==> config.mk <==
export PLATFORM = sky130hd
export DESIGN_NAME = i2cm_regctl
export DESIGN_NICKNAME = d
export VERILOG_FILES = /design/src/rtl/i2cm_pkg.sv /design/src/rtl/i2cm_decode.sv /design/src/rtl/i2cm_status.sv /design/src/rtl/i2cm_regctl.sv
export SDC_FILE = /design/constraint.sdc
export NUM_CORES = 1
export LEC_CHECK = 0
export ABC_AREA = 1
export BUFFER_PORTS_ARGS = -buffer_cell sky130_fd_sc_hd__buf_2
export CAP_MARGIN = 20
export CORE_UTILIZATION = 40
export CTS_BUF_LIST = sky130_fd_sc_hd__clkbuf_8
export CTS_CLUSTER_DIAMETER = 60
export DETAILED_ROUTE_END_ITERATION = 7
export GPL_TIMING_DRIVEN = 0
export PLACE_DENSITY = 0.67
export SYNTH_ARGS = -nofsm -noshare
export SYNTH_HDL_FRONTEND = slang
export SYNTH_SLANG_ARGS = --single-unit
==> constraint.sdc <==
create_clock -name clk -period 4.2 [get_ports clk]
set_input_delay 0.42 -clock clk [delete_from_list [all_inputs] [get_ports clk]]
set_output_delay 0.42 -clock clk [all_outputs]
set_load 0.1 [all_outputs]
==> src/rtl/i2cm_pkg.sv <==
package i2cm_pkg;

   typedef enum logic [1:0] {
      OP_START = 2'd0,
      OP_SEND  = 2'd1,
      OP_RECV  = 2'd2,
      OP_END   = 2'd3
   } eng_op_e;

   typedef enum logic [2:0] {
      SEL_OWN  = 3'd0,
      SEL_DIV  = 3'd1,
      SEL_CTRL = 3'd2,
      SEL_STAT = 3'd3,
      SEL_DATA = 3'd4,
      SEL_NONE = 3'd7
   } reg_sel_e;

   localparam int NUM_REGS = 5;

   // control bit positions
   localparam int CTL_EN   = 7;
   localparam int CTL_IEN  = 6;
   localparam int CTL_MST  = 5;
   localparam int CTL_TX   = 4;
   localparam int CTL_RSTA = 2;

   // status bit positions
   localparam int ST_BUSY  = 5;
   localparam int ST_IF    = 1;
   localparam int ST_NACK  = 0;

   localparam logic [7:0] OWN_MASK  = 8'hFE;
   localparam logic [7:0] DIV_MASK  = 8'h3F;
   localparam logic [7:0] CTL_MASK  = 8'hFC;
   localparam logic [7:0] RX_NOADDR = 8'hFF;

endpackage

==> src/rtl/i2cm_decode.sv <==
module i2cm_decode
   import i2cm_pkg::*;
#(
   parameter int ADDR_W      = 8,
   parameter int STRIDE      = 4,
   parameter bit FULL_DECODE = 1'b1
) (
   input  logic [ADDR_W-1:0] addr,
   output reg_sel_e          sel
);

   localparam int SHIFT = $clog2(STRIDE);

   if (STRIDE < 2 || (STRIDE & (STRIDE - 1)) != 0) begin : g_bad_stride
      $error("i2cm_decode: STRIDE must be a power of two >= 2");
   end
   if ((NUM_REGS - 1) * STRIDE >= (1 << ADDR_W)) begin : g_bad_width
      $error("i2cm_decode: ADDR_W too small for register map");
   end

   logic [NUM_REGS-1:0] hit;

   for (genvar i = 0; i < NUM_REGS; i++) begin : g_hit
      localparam logic [ADDR_W-1:0] OFF = ADDR_W'(i * STRIDE);
      if (FULL_DECODE) begin : g_full
         assign hit[i] = (addr == OFF);
      end else begin : g_part
         assign hit[i] = (addr[ADDR_W-1:SHIFT] == OFF[ADDR_W-1:SHIFT]);
      end
   end

   if (!FULL_DECODE) begin : g_lo
      logic unused_lo;
      assign unused_lo = ^addr[SHIFT-1:0];
   end

   always_comb begin
      sel = SEL_NONE;
      for (int i = NUM_REGS - 1; i >= 0; i--) begin
         if (hit[i]) sel = reg_sel_e'(3'(i));
      end
   end

endmodule

==> src/rtl/i2cm_status.sv <==
module i2cm_status (
   input  logic clk,
   input  logic rst_n,
   input  logic soft_rst,
   input  logic raise,
   input  logic wr_stat,
   input  logic wr_if_bit,
   input  logic busy_set,
   input  logic busy_clr,
   input  logic nack_set,
   input  logic nack_clr,
   output logic flag_if,
   output logic flag_busy,
   output logic flag_nack
);

   always_ff @(posedge clk or negedge rst_n) begin
      if (!rst_n) begin
         flag_if   <= 1'b0;
         flag_busy <= 1'b0;
         flag_nack <= 1'b0;
      end else if (soft_rst) begin
         flag_if   <= 1'b0;
         flag_busy <= 1'b0;
         flag_nack <= 1'b0;
      end else begin
         if (raise)
            flag_if <= 1'b1;
         else if (wr_stat && !wr_if_bit)
            flag_if <= 1'b0;

         if (busy_set)
            flag_busy <= 1'b1;
         else if (busy_clr)
            flag_busy <= 1'b0;

         if (nack_set)
            flag_nack <= 1'b1;
         else if (nack_clr)
            flag_nack <= 1'b0;
      end
   end

   a_r6_if_write_clear : assert property (@(posedge clk) disable iff (!rst_n)
      (flag_if && wr_stat && wr_if_bit && !soft_rst) |=> flag_if);

endmodule

==> src/rtl/i2cm_regctl.sv <==
module i2cm_regctl
   import i2cm_pkg::*;
#(
   parameter int ADDR_W      = 8,
   parameter int DATA_W      = 16,
   parameter int REG_STRIDE  = 4,
   parameter bit FULL_DECODE = 1'b1
) (
   input  logic              clk,
   input  logic              rst_n,
   input  logic              req_valid,
   input  logic              req_write,
   input  logic [ADDR_W-1:0] req_addr,
   input  logic [DATA_W-1:0] req_wdata,
   output logic              req_ready,
   output logic [DATA_W-1:0] req_rdata,
   output logic              irq,
   output logic              cmd_valid,
   output logic [1:0]        cmd_op,
   output logic [7:0]        cmd_byte,
   input  logic              eng_done,
   input  logic              eng_ack,
   input  logic [7:0]        eng_rx
);

   if (DATA_W < 8) begin : g_bad_data
      $error("i2cm_regctl: DATA_W must be at least 8");
   end

   localparam int PAD_W = DATA_W - 8;

   typedef enum logic [1:0] {
      S_IDLE = 2'd0,
      S_WOP  = 2'd1,
      S_WEND = 2'd2
   } state_e;

   // ------------------------------------------------------------------
   // register state
   // ------------------------------------------------------------------
   state_e     state_q, state_d;
   eng_op_e    pend_q;
   logic [7:0] own_q, div_q, ctl_q, rx_q;
   logic       addr_vld_q;
   eng_op_e    cmd_op_q;
   logic [7:0] cmd_byte_q;
   logic       cmd_valid_q;

   logic [7:0] wbyte;
   assign wbyte = req_wdata[7:0];

   if (DATA_W > 8) begin : g_hi
      logic unused_wdata_hi;
      assign unused_wdata_hi = ^req_wdata[DATA_W-1:8];
   end

   reg_sel_e sel;

   i2cm_decode #(
      .ADDR_W      (ADDR_W),
      .STRIDE      (REG_STRIDE),
      .FULL_DECODE (FULL_DECODE)
   ) u_decode (
      .addr (req_addr),
      .sel  (sel)
   );

   // ------------------------------------------------------------------
   // access sequencing
   // ------------------------------------------------------------------
   logic       soft_rst, wr_own, wr_div, wr_ctl, wr_stat;
   logic       issue, raise_req, nack_set, nack_clr, busy_set, busy_clr;
   logic       addr_set, addr_clr, rx_load, need_end;
   eng_op_e    issue_op;
   logic [7:0] issue_byte, ctl_next, rx_val;
   logic       en, ien, mst;

   assign en  = ctl_q[CTL_EN];
   assign ien = ctl_q[CTL_IEN];
   assign mst = ctl_q[CTL_MST];

   always_comb begin
      state_d    = state_q;
      req_ready  = 1'b0;
      soft_rst   = 1'b0;
      wr_own     = 1'b0;
      wr_div     = 1'b0;
      wr_ctl     = 1'b0;
      wr_stat    = 1'b0;
      issue      = 1'b0;
      issue_op   = OP_END;
      issue_byte = 8'h00;
      raise_req  = 1'b0;
      nack_set   = 1'b0;
      nack_clr   = 1'b0;
      busy_set   = 1'b0;
      busy_clr   = 1'b0;
      addr_set   = 1'b0;
      addr_clr   = 1'b0;
      rx_load    = 1'b0;
      rx_val     = 8'h00;
      need_end   = 1'b0;
      ctl_next   = wbyte & CTL_MASK;

      unique case (state_q)
         S_IDLE: begin
            if (req_valid) begin
               if (req_write) begin
                  unique case (sel)
                     SEL_OWN: begin
                        wr_own    = 1'b1;
                        req_ready = 1'b1;
                     end
                     SEL_DIV: begin
                        wr_div    = 1'b1;
                        req_ready = 1'b1;
                     end
                     SEL_CTRL: begin
                        if (en && !wbyte[CTL_EN]) begin
                           soft_rst = 1'b1;
                           addr_clr = 1'b1;
                           need_end = addr_vld_q;
                        end else begin
                           wr_ctl = 1'b1;
                           if (ctl_next[CTL_MST]) begin
                              busy_set = 1'b1;
                              if (ctl_next[CTL_RSTA] && addr_vld_q) begin
                                 need_end           = 1'b1;
                                 addr_clr           = 1'b1;
                                 ctl_next[CTL_RSTA] = 1'b0;
                              end
                           end else begin
                              busy_clr = 1'b1;
                              if (addr_vld_q) begin
                                 need_end = 1'b1;
                                 addr_clr = 1'b1;
                              end
                           end
                        end
                        if (need_end) begin
                           issue    = 1'b1;
                           issue_op = OP_END;
                           state_d  = S_WEND;
                        end else begin
                           req_ready = 1'b1;
                        end
                     end
                     SEL_STAT: begin
                        wr_stat   = 1'b1;
                        req_ready = 1'b1;
                     end
                     SEL_DATA: begin
                        if (en && mst) begin
                           issue      = 1'b1;
                           issue_op   = addr_vld_q ? OP_SEND : OP_START;
                           issue_byte = wbyte;
                           state_d    = S_WOP;
                        end else begin
                           req_ready = 1'b1;
                        end
                     end
                     default: req_ready = 1'b1;
                  endcase
               end else begin
                  if (sel == SEL_DATA && mst) begin
                     if (!addr_vld_q || ctl_q[CTL_TX]) begin
                        rx_load   = 1'b1;
                        rx_val    = RX_NOADDR;
                        req_ready = 1'b1;
                     end else begin
                        issue    = 1'b1;
                        issue_op = OP_RECV;
                        state_d  = S_WOP;
                     end
                  end else begin
                     req_ready = 1'b1;
                  end
               end
            end
         end

         S_WOP: begin
            if (eng_done) begin
               unique case (pend_q)
                  OP_START: begin
                     if (eng_ack) begin
                        addr_set  = 1'b1;
                        nack_clr  = 1'b1;
                        raise_req = 1'b1;
                     end else begin
                        nack_set  = 1'b1;
                     end
                     req_ready = 1'b1;
                     state_d   = S_IDLE;
                  end
                  OP_SEND: begin
                     if (eng_ack) begin
                        nack_clr  = 1'b1;
                        raise_req = 1'b1;
                        req_ready = 1'b1;
                        state_d   = S_IDLE;
                     end else begin
                        nack_set = 1'b1;
                        addr_clr = 1'b1;
                        issue    = 1'b1;
                        issue_op = OP_END;
                        state_d  = S_WEND;
                     end
                  end
                  OP_RECV: begin
                     rx_load   = 1'b1;
                     rx_val    = eng_rx;
                     raise_req = 1'b1;
                     req_ready = 1'b1;
                     state_d   = S_IDLE;
                  end
                  default: begin
                     req_ready = 1'b1;
                     state_d   = S_IDLE;
                  end
               endcase
            end
         end

         S_WEND: begin
            if (eng_done) begin
               req_ready = 1'b1;
               state_d   = S_IDLE;
            end
         end

         default: state_d = S_IDLE;
      endcase
   end

   logic raise;
   assign raise = raise_req && en && ien;

   always_ff @(posedge clk or negedge rst_n) begin
      if (!rst_n) begin
         state_q     <= S_IDLE;
         pend_q      <= OP_END;
         own_q       <= 8'h00;
         div_q       <= 8'h00;
         ctl_q       <= 8'h00;
         rx_q        <= 8'h00;
         addr_vld_q  <= 1'b0;
         cmd_valid_q <= 1'b0;
         cmd_op_q    <= OP_END;
         cmd_byte_q  <= 8'h00;
      end else begin
         state_q     <= state_d;
         cmd_valid_q <= issue;
         if (issue) begin
            pend_q     <= issue_op;
            cmd_op_q   <= issue_op;
            cmd_byte_q <= issue_byte;
         end
         if (wr_own) own_q <= wbyte & OWN_MASK;
         if (soft_rst) begin
            div_q <= 8'h00;
            ctl_q <= 8'h00;
            rx_q  <= 8'h00;
         end else begin
            if (wr_div)  div_q <= wbyte & DIV_MASK;
            if (wr_ctl)  ctl_q <= ctl_next;
            if (rx_load) rx_q  <= rx_val;
         end
         if (addr_clr)      addr_vld_q <= 1'b0;
         else if (addr_set) addr_vld_q <= 1'b1;
      end
   end

   // ------------------------------------------------------------------
   // status flags
   // ------------------------------------------------------------------
   logic flag_if, flag_busy, flag_nack;

   i2cm_status u_status (
      .clk       (clk),
      .rst_n     (rst_n),
      .soft_rst  (soft_rst),
      .raise     (raise),
      .wr_stat   (wr_stat),
      .wr_if_bit (wbyte[ST_IF]),
      .busy_set  (busy_set),
      .busy_clr  (busy_clr),
      .nack_set  (nack_set),
      .nack_clr  (nack_clr),
      .flag_if   (flag_if),
      .flag_busy (flag_busy),
      .flag_nack (flag_nack)
   );

   logic [7:0] stat_byte;
   always_comb begin
      stat_byte          = 8'h00;
      stat_byte[ST_BUSY] = flag_busy;
      stat_byte[ST_IF]   = flag_if;
      stat_byte[ST_NACK] = flag_nack;
   end

   // ------------------------------------------------------------------
   // outputs
   // ------------------------------------------------------------------
   logic [7:0] rd_byte;
   always_comb begin
      unique case (sel)
         SEL_OWN:  rd_byte = own_q;
         SEL_DIV:  rd_byte = div_q;
         SEL_CTRL: rd_byte = ctl_q;
         SEL_STAT: rd_byte = stat_byte;
         SEL_DATA: rd_byte = rx_q;
         default:  rd_byte = 8'h00;
      endcase
   end

   if (PAD_W > 0) begin : g_pad
      assign req_rdata = {{PAD_W{1'b0}}, rd_byte};
   end else begin : g_nopad
      assign req_rdata = rd_byte;
   end

   assign irq       = flag_if;
   assign cmd_valid = cmd_valid_q;
   assign cmd_op    = cmd_op_q;
   assign cmd_byte  = cmd_byte_q;

   // ------------------------------------------------------------------
   // assertions
   // ------------------------------------------------------------------
   a_r12_strobe_one_cycle : assert property (@(posedge clk) disable iff (!rst_n)
      cmd_valid |=> !cmd_valid);

   a_r12_ready_needs_req : assert property (@(posedge clk) disable iff (!rst_n)
      req_ready |-> req_valid);

   a_r7_irq_needs_enables : assert property (@(posedge clk) disable iff (!rst_n)
      $rose(irq) |-> $past(en && ien));

   a_r4_busy_follows_master : assert property (@(posedge clk) disable iff (!rst_n)
      flag_busy == mst);

   a_r9_latch_only_master : assert property (@(posedge clk) disable iff (!rst_n)
      addr_vld_q |-> mst);

   a_r8_disabled_write_quiet : assert property (@(posedge clk) disable iff (!rst_n)
      (state_q == S_IDLE && req_valid && req_write && sel == SEL_DATA && !en)
      |=> !cmd_valid);

endmodule

; Word level (Yosys, flattened, before mapping)
; Cells that the tools add are included.
[totals]
regBits = 48
out_inout_bits = 29
elab_cells = 206
[classes]
eq_ne = 20
muxes = 150
reduce_logical = 24
[op_table]
columns = cell, count
row1 = 8-bit two-way mux, 17
row2 = 1-bit two-way mux, 102
row3 = 8-bit case mux with 5 select lines, 1
row4 = 2-bit two-way mux, 16
row5 = "8-bit by 4-bit equality test with 1-bit output, second input constant", 2
row6 = 8-bit case mux with 2 select lines, 1
row7 = 3-bit two-way mux, 4
row8 = "4-bit != test, second input constant", 3
row9 = 1-bit case mux with 2 select lines, 6
row10 = 3-bit nonzero test, 3
row11 = "8-bit by 3-bit equality test with 1-bit output, second input constant", 1
row12 = "8-bit by 5-bit equality test with 1-bit output, second input constant", 1
row13 = 8-bit logical NOT, 1
row14 = 8-bit AND reduction, 1
row15 = 2-bit nonzero test, 4
row16 = 1-bit logical AND, 7
row17 = "3-bit by 2-bit equality test with 1-bit output, second input constant", 2
row18 = "2-bit != test, second input constant", 3
row19 = "3-bit != test, second input constant", 2
row20 = 2-bit case mux with 3 select lines, 1
row21 = "2-bit by 1-bit equality test with 1-bit output, second input constant", 2
row22 = "2-bit equality test, second input constant", 2
row23 = 2-bit logical NOT, 2
row24 = 2-bit case mux with 2 select lines, 1
row25 = other kinds (7), 9

; Depth between registers and ports, before layout
[depth]
depth_word = 16
depth_mapped = 11
depth_no_buf = 10

; Modules after synthesis
; Synthesis repeated with hierarchy kept, for this count alone.
[unflattened]
cells_unflattened = 346
area_unflattened_um2 = 2645.0
[modules_own_cells]
columns = module, instances, cells_each, area_per_inst_um2, seq_area_each_um2
row1 = i2cm_regctl, 1, 295, 2353.5, 1028.5
row2 = i2cm_decode, 1, 35, 163.9, 0.0
row3 = i2cm_status, 1, 16, 127.6, 75.1

; Least setup slack after synthesis
; No wires, ideal clock.
[synth_path]
kind = reg-to-output
startpoint = register state_q[1]
endpoint = output port req_ready
t_arrival_ns = 2.952
t_required_ns = 3.780
slack_ns = 0.828
stages_incl_launch_ff = 6
n_path_buf = 0
path_cell_list = dfrtp_1 > nor2_4 > inv_4 > nor2_1 > nand2_1 > o21ai_0
[synth_via]
elab_chain_len = 2
[synth_lines]
columns = element, line_no
row1 = start: declaration, i2cm_regctl.sv:41  ; state_e state_q, state_d;
row2 = start signal: assignment, i2cm_regctl.sv:252  ; state_q <= state_d;
row3 = "2-bit equality test, or another cell as far along", i2cm_regctl.sv:105  ; unique case (state_q)
row4 = 1-bit case mux with 3 select lines *, i2cm_regctl.sv:105
row5 = end: declaration, i2cm_regctl.sv:15  ; output logic req_ready,
; Mark *: on every way between the ends. The rest lies on a longest branch, timed or not.

; Final worst setup path
[layout_path]
startpoint = input port req_addr[1]
endpoint = output port req_rdata[4]
[layout_via]
elab_chain_len = 8
[layout_lines]
columns = element, line_no
row1 = start: declaration, i2cm_regctl.sv:13  ; input logic [ADDR_W-1:0] req_addr,
row2 = 8-bit by 5-bit equality test with 1-bit output, i2cm_decode.sv:26  ; assign hit[i] = (addr == OFF);
row3 = 2-bit two-way mux, i2cm_decode.sv:40  ; if (hit[i]) sel = reg_sel_e'(3'(i));
row4 = 3-bit two-way mux (3 in series), i2cm_decode.sv:40
row5 = 3-bit two-way mux *, i2cm_decode.sv:40
row6 = "3-bit equality test, or another cell as far along", i2cm_regctl.sv:308  ; unique case (sel)
row7 = 8-bit case mux with 5 select lines *, i2cm_regctl.sv:308
row8 = end: declaration, i2cm_regctl.sv:16  ; output logic [DATA_W-1:0] req_rdata,
; Marks and branches as above.

==> results.md <==
- Core area: 0.00599 mm2
- # DRC: 0
- Slew @ Worst Pin: 0.497 ns
- Sequential power share: 0.447
- Worst R2R Path Depth: 8
- First-pass GRT wire length: 9.87 mm
- Initial antenna violation count: 0
- Int Pwr: 696 uW
- Mapped Area: 0.00252 mm2
- Endpoint class of the critical path: output pin
- Commonest non-fill, non-tap cell in the layout: nand2_1
- Sw frac: 0.392
- Crit share post-route: 0.567
- Post-Route WL: 5.90 mm
- I/O Pins: 67
- CTS Buf Count: 5
- Terminus of the critical flop-to-flop path: rx_q[4]
- DP Area: 0.00289 mm2
- # clock sinks: 44
- Flops & latches, synth: 44
- GPL Wtd Cong: 0.851
- M1 WL: 2.80 mm
- Fin nets: 425
- Leakage: 1.68 nW
- Final Setup Violations: 0
- Layout cells sized above 1: 0.260
- Synth warn: 0
- Comb pwr share: 0.321
- Inserted Diodes: 0
- Clk_lat worst skew: 0.29 ns
- Drt pass-1 iters: 4
- Pin count of the biggest net entering global routing: 45
- H-tree levels: 2
- Routed wl met3: 228 um
- Core Util, Final: 0.502
- Fmax: 420 MHz
- Crit path kind: input pin to output pin
- Routed vias/inst: 4.92
- CTS tree: built
- Final instance area: 0.00301 mm2
- Reg-to-reg slack, setup: 2.67 ns
- Ys async rst share: 1.00
- Root buf cell: clkbuf_8
- Fin. Hold Viols: 0
- Clock Power Share: 0.232
- RSZ-0062 raised after global routing: false
- Peak supply drop: 0.000292 V
- Number of global-route vias before repair: 2,209
- Clock Tree Buf Depth: 2
- Pwr dens: 380 mW/mm2
- WL/cell: 12.7 um
- DR WL met2: 2.80 mm
- Overall power: 1.14 mW
- Die area: 0.00662 mm2
- HPWL after DPL: 4.65 mm
- Worst Hold End: cmd_byte[3]
- Hold Path Cell Cnt: 3
- Grt ovf: 0
- Post-detailed-route count of antenna-violating nets: 0
- Min-Delay Path Class: input pin to flip-flop
- X dimension of the die: 81.4 um
- Top_reg_cell synth: dfrtp_1
- Starting Density: 0.420
- Max transition margin: 0.668
- Avg Cell Area, Syn: 7.85 um2
- Worst path required time: 3.78 ns
- Worst Setup SP: req_addr[1]
- CP max FO: 6
- Placement Rows: 28
- Vias: 2,280
- Final Critical Period: 2.38 ns
- Critical Path Source Type: input pin
- Reg2reg start: state_q[1]
- EDFF count, synth: 0
- Fin Setup TNS: 0 ns
- Status: complete, no violations
- Area delta synth->final: 19.5%
- Most frequent cells in the layout: nand2_1, buf_2, dfrtp_1
- Reg clk slew, reported paths: 0.08 ns
- Highest routed layer: met4
- Initial DRC count: 80
- Seq/Total Area, Yosys: 0.438
- Crit path DAT: 1.96 ns
- Sw power: 449 uW
- Worst hold start: req_wdata[3]
- Die Y-Extent: 81.4 um
- Worst Skew: 0.00269 ns
- Postcts setup bufs: 0
- Cell count after synthesis: 321
- IO Port Bufs: 50
- Max-slew violations: 0
- Max-cap viol count: 0
- Yosys cell types: 32
- GRT Overall Usage: 0.199
kinds of logic (layout without fill, tap and decap cells):
| group | after synthesis | after routing | synth area share |
|---|---|---|---|
| DFF | 44 | 44 | 0.438 |
| other | 1 | 8 | 0.00149 |
| AOI/OAI and AO/OA | 46 | 46 | 0.118 |
| and+or+nand+nor | 173 | 173 | 0.333 |
| buffers and inverters | 57 | 117 | 0.109 |
flip-flops by register name, summed over array words and instances, names as in the netlist, 2 cells and up:
signal,count
cmd_byte,8
cmd_op,2
ctl_q,6
div_q,6
own_q,7
rx_q,8
state_q,2
power by group through the flow:
| stage | combinational (mW) | sequential, mW | clock [mW] |
|---|---|---|---|
| after global placement | 0.360 | 0.518 | 0 |
| after CTS | 0.367 | 0.511 | 0.276 |
| after floorplan | 0.254 | 0.550 | 0 |
| final | 0.367 | 0.511 | 0.266 |
| after global routing | 0.404 | 0.518 | 0.294 |
| after detailed placement | 0.366 | 0.520 | 0 |
how the worst max path moves through the flow:
stage / end / slack (ns) / cells after the start
2_1_floorplan: req_ready / 0.83 / 5
3_3_place_gp: req_rdata[1] / 1.86 / 7
3_5_place_dp: req_rdata[1] / 1.84 / 7
4_1_cts: req_rdata[1] / 1.85 / 7
5_1_grt: req_rdata[3] / 1.69 / 7
6_report: req_rdata[4] / 1.82 / 7
repair_timing:
| action | in CTS | in global routing |
|---|---|---|
| hold buffers | 0 | 1 |
| gates resized for setup | 0 | 0 |
| hold endpoints to repair | 0 | 2 |
critical path, stage by stage:
cell       delay (ns)
buf_2            0.11
nor2_4           0.14
nand3_1          0.17
nor2_1           0.43
nand2_1          0.10
o2111ai_1        0.11
buf_2            0.47
cell type report:
type / instances / area [um2]
multi-input combinational: 227 / 1170
fill: 606 / 2980
clock buffer: 6 / 82.6
tap: 75 / 93.8
inverter: 43 / 169
sequential: 44 / 1100
buffer: 14 / 105
clock inverter: 2 / 7.51
timing repair buffer: 52 / 280
per-layer routing:
| metal | vias up | global-route usage |
|---|---|---|
| li1 | 1163 | - |
| met1 | 1068 | 0.253 |
| met2 | 42 | 0.341 |
| met3 | 7 | 0.0382 |
| met4 | 0 | 0.0589 |
| met5 | - | 0 |
synth_stat cells (4+ instances only):
cell type | number | area [um2]
inv_1 | 39 | 146
nand2_1 | 101 | 379
nand4_1 | 14 | 87.6
a21oi_1 | 4 | 20.0
o22ai_1 | 5 | 31.3
dfrtp_1 | 42 | 1050
nand3_1 | 17 | 85.1
nor2_4 | 8 | 90.1
a211oi_2 | 4 | 50.1
o211ai_1 | 4 | 30.0
nor2_1 | 20 | 75.1
o21ai_0 | 21 | 105
buf_4 | 9 | 67.6
o2111ai_1 | 4 | 35.0
metrics by stage:
| step | instances | hold slack (ns) | setup WS, ns |
|---|---|---|---|
| after floorplan | 328 | 0.124 | 0.828 |
| after global placement | 453 | 0.460 | 1.86 |
| after detailed placement | 453 | 0.463 | 1.84 |
| after CTS | 461 | 0.312 | 1.85 |
| after global routing | 463 | 0.346 | 1.69 |
| final | 463 | 0.341 | 1.82 |
Note: power is estimated with default switching activity, not from simulation.
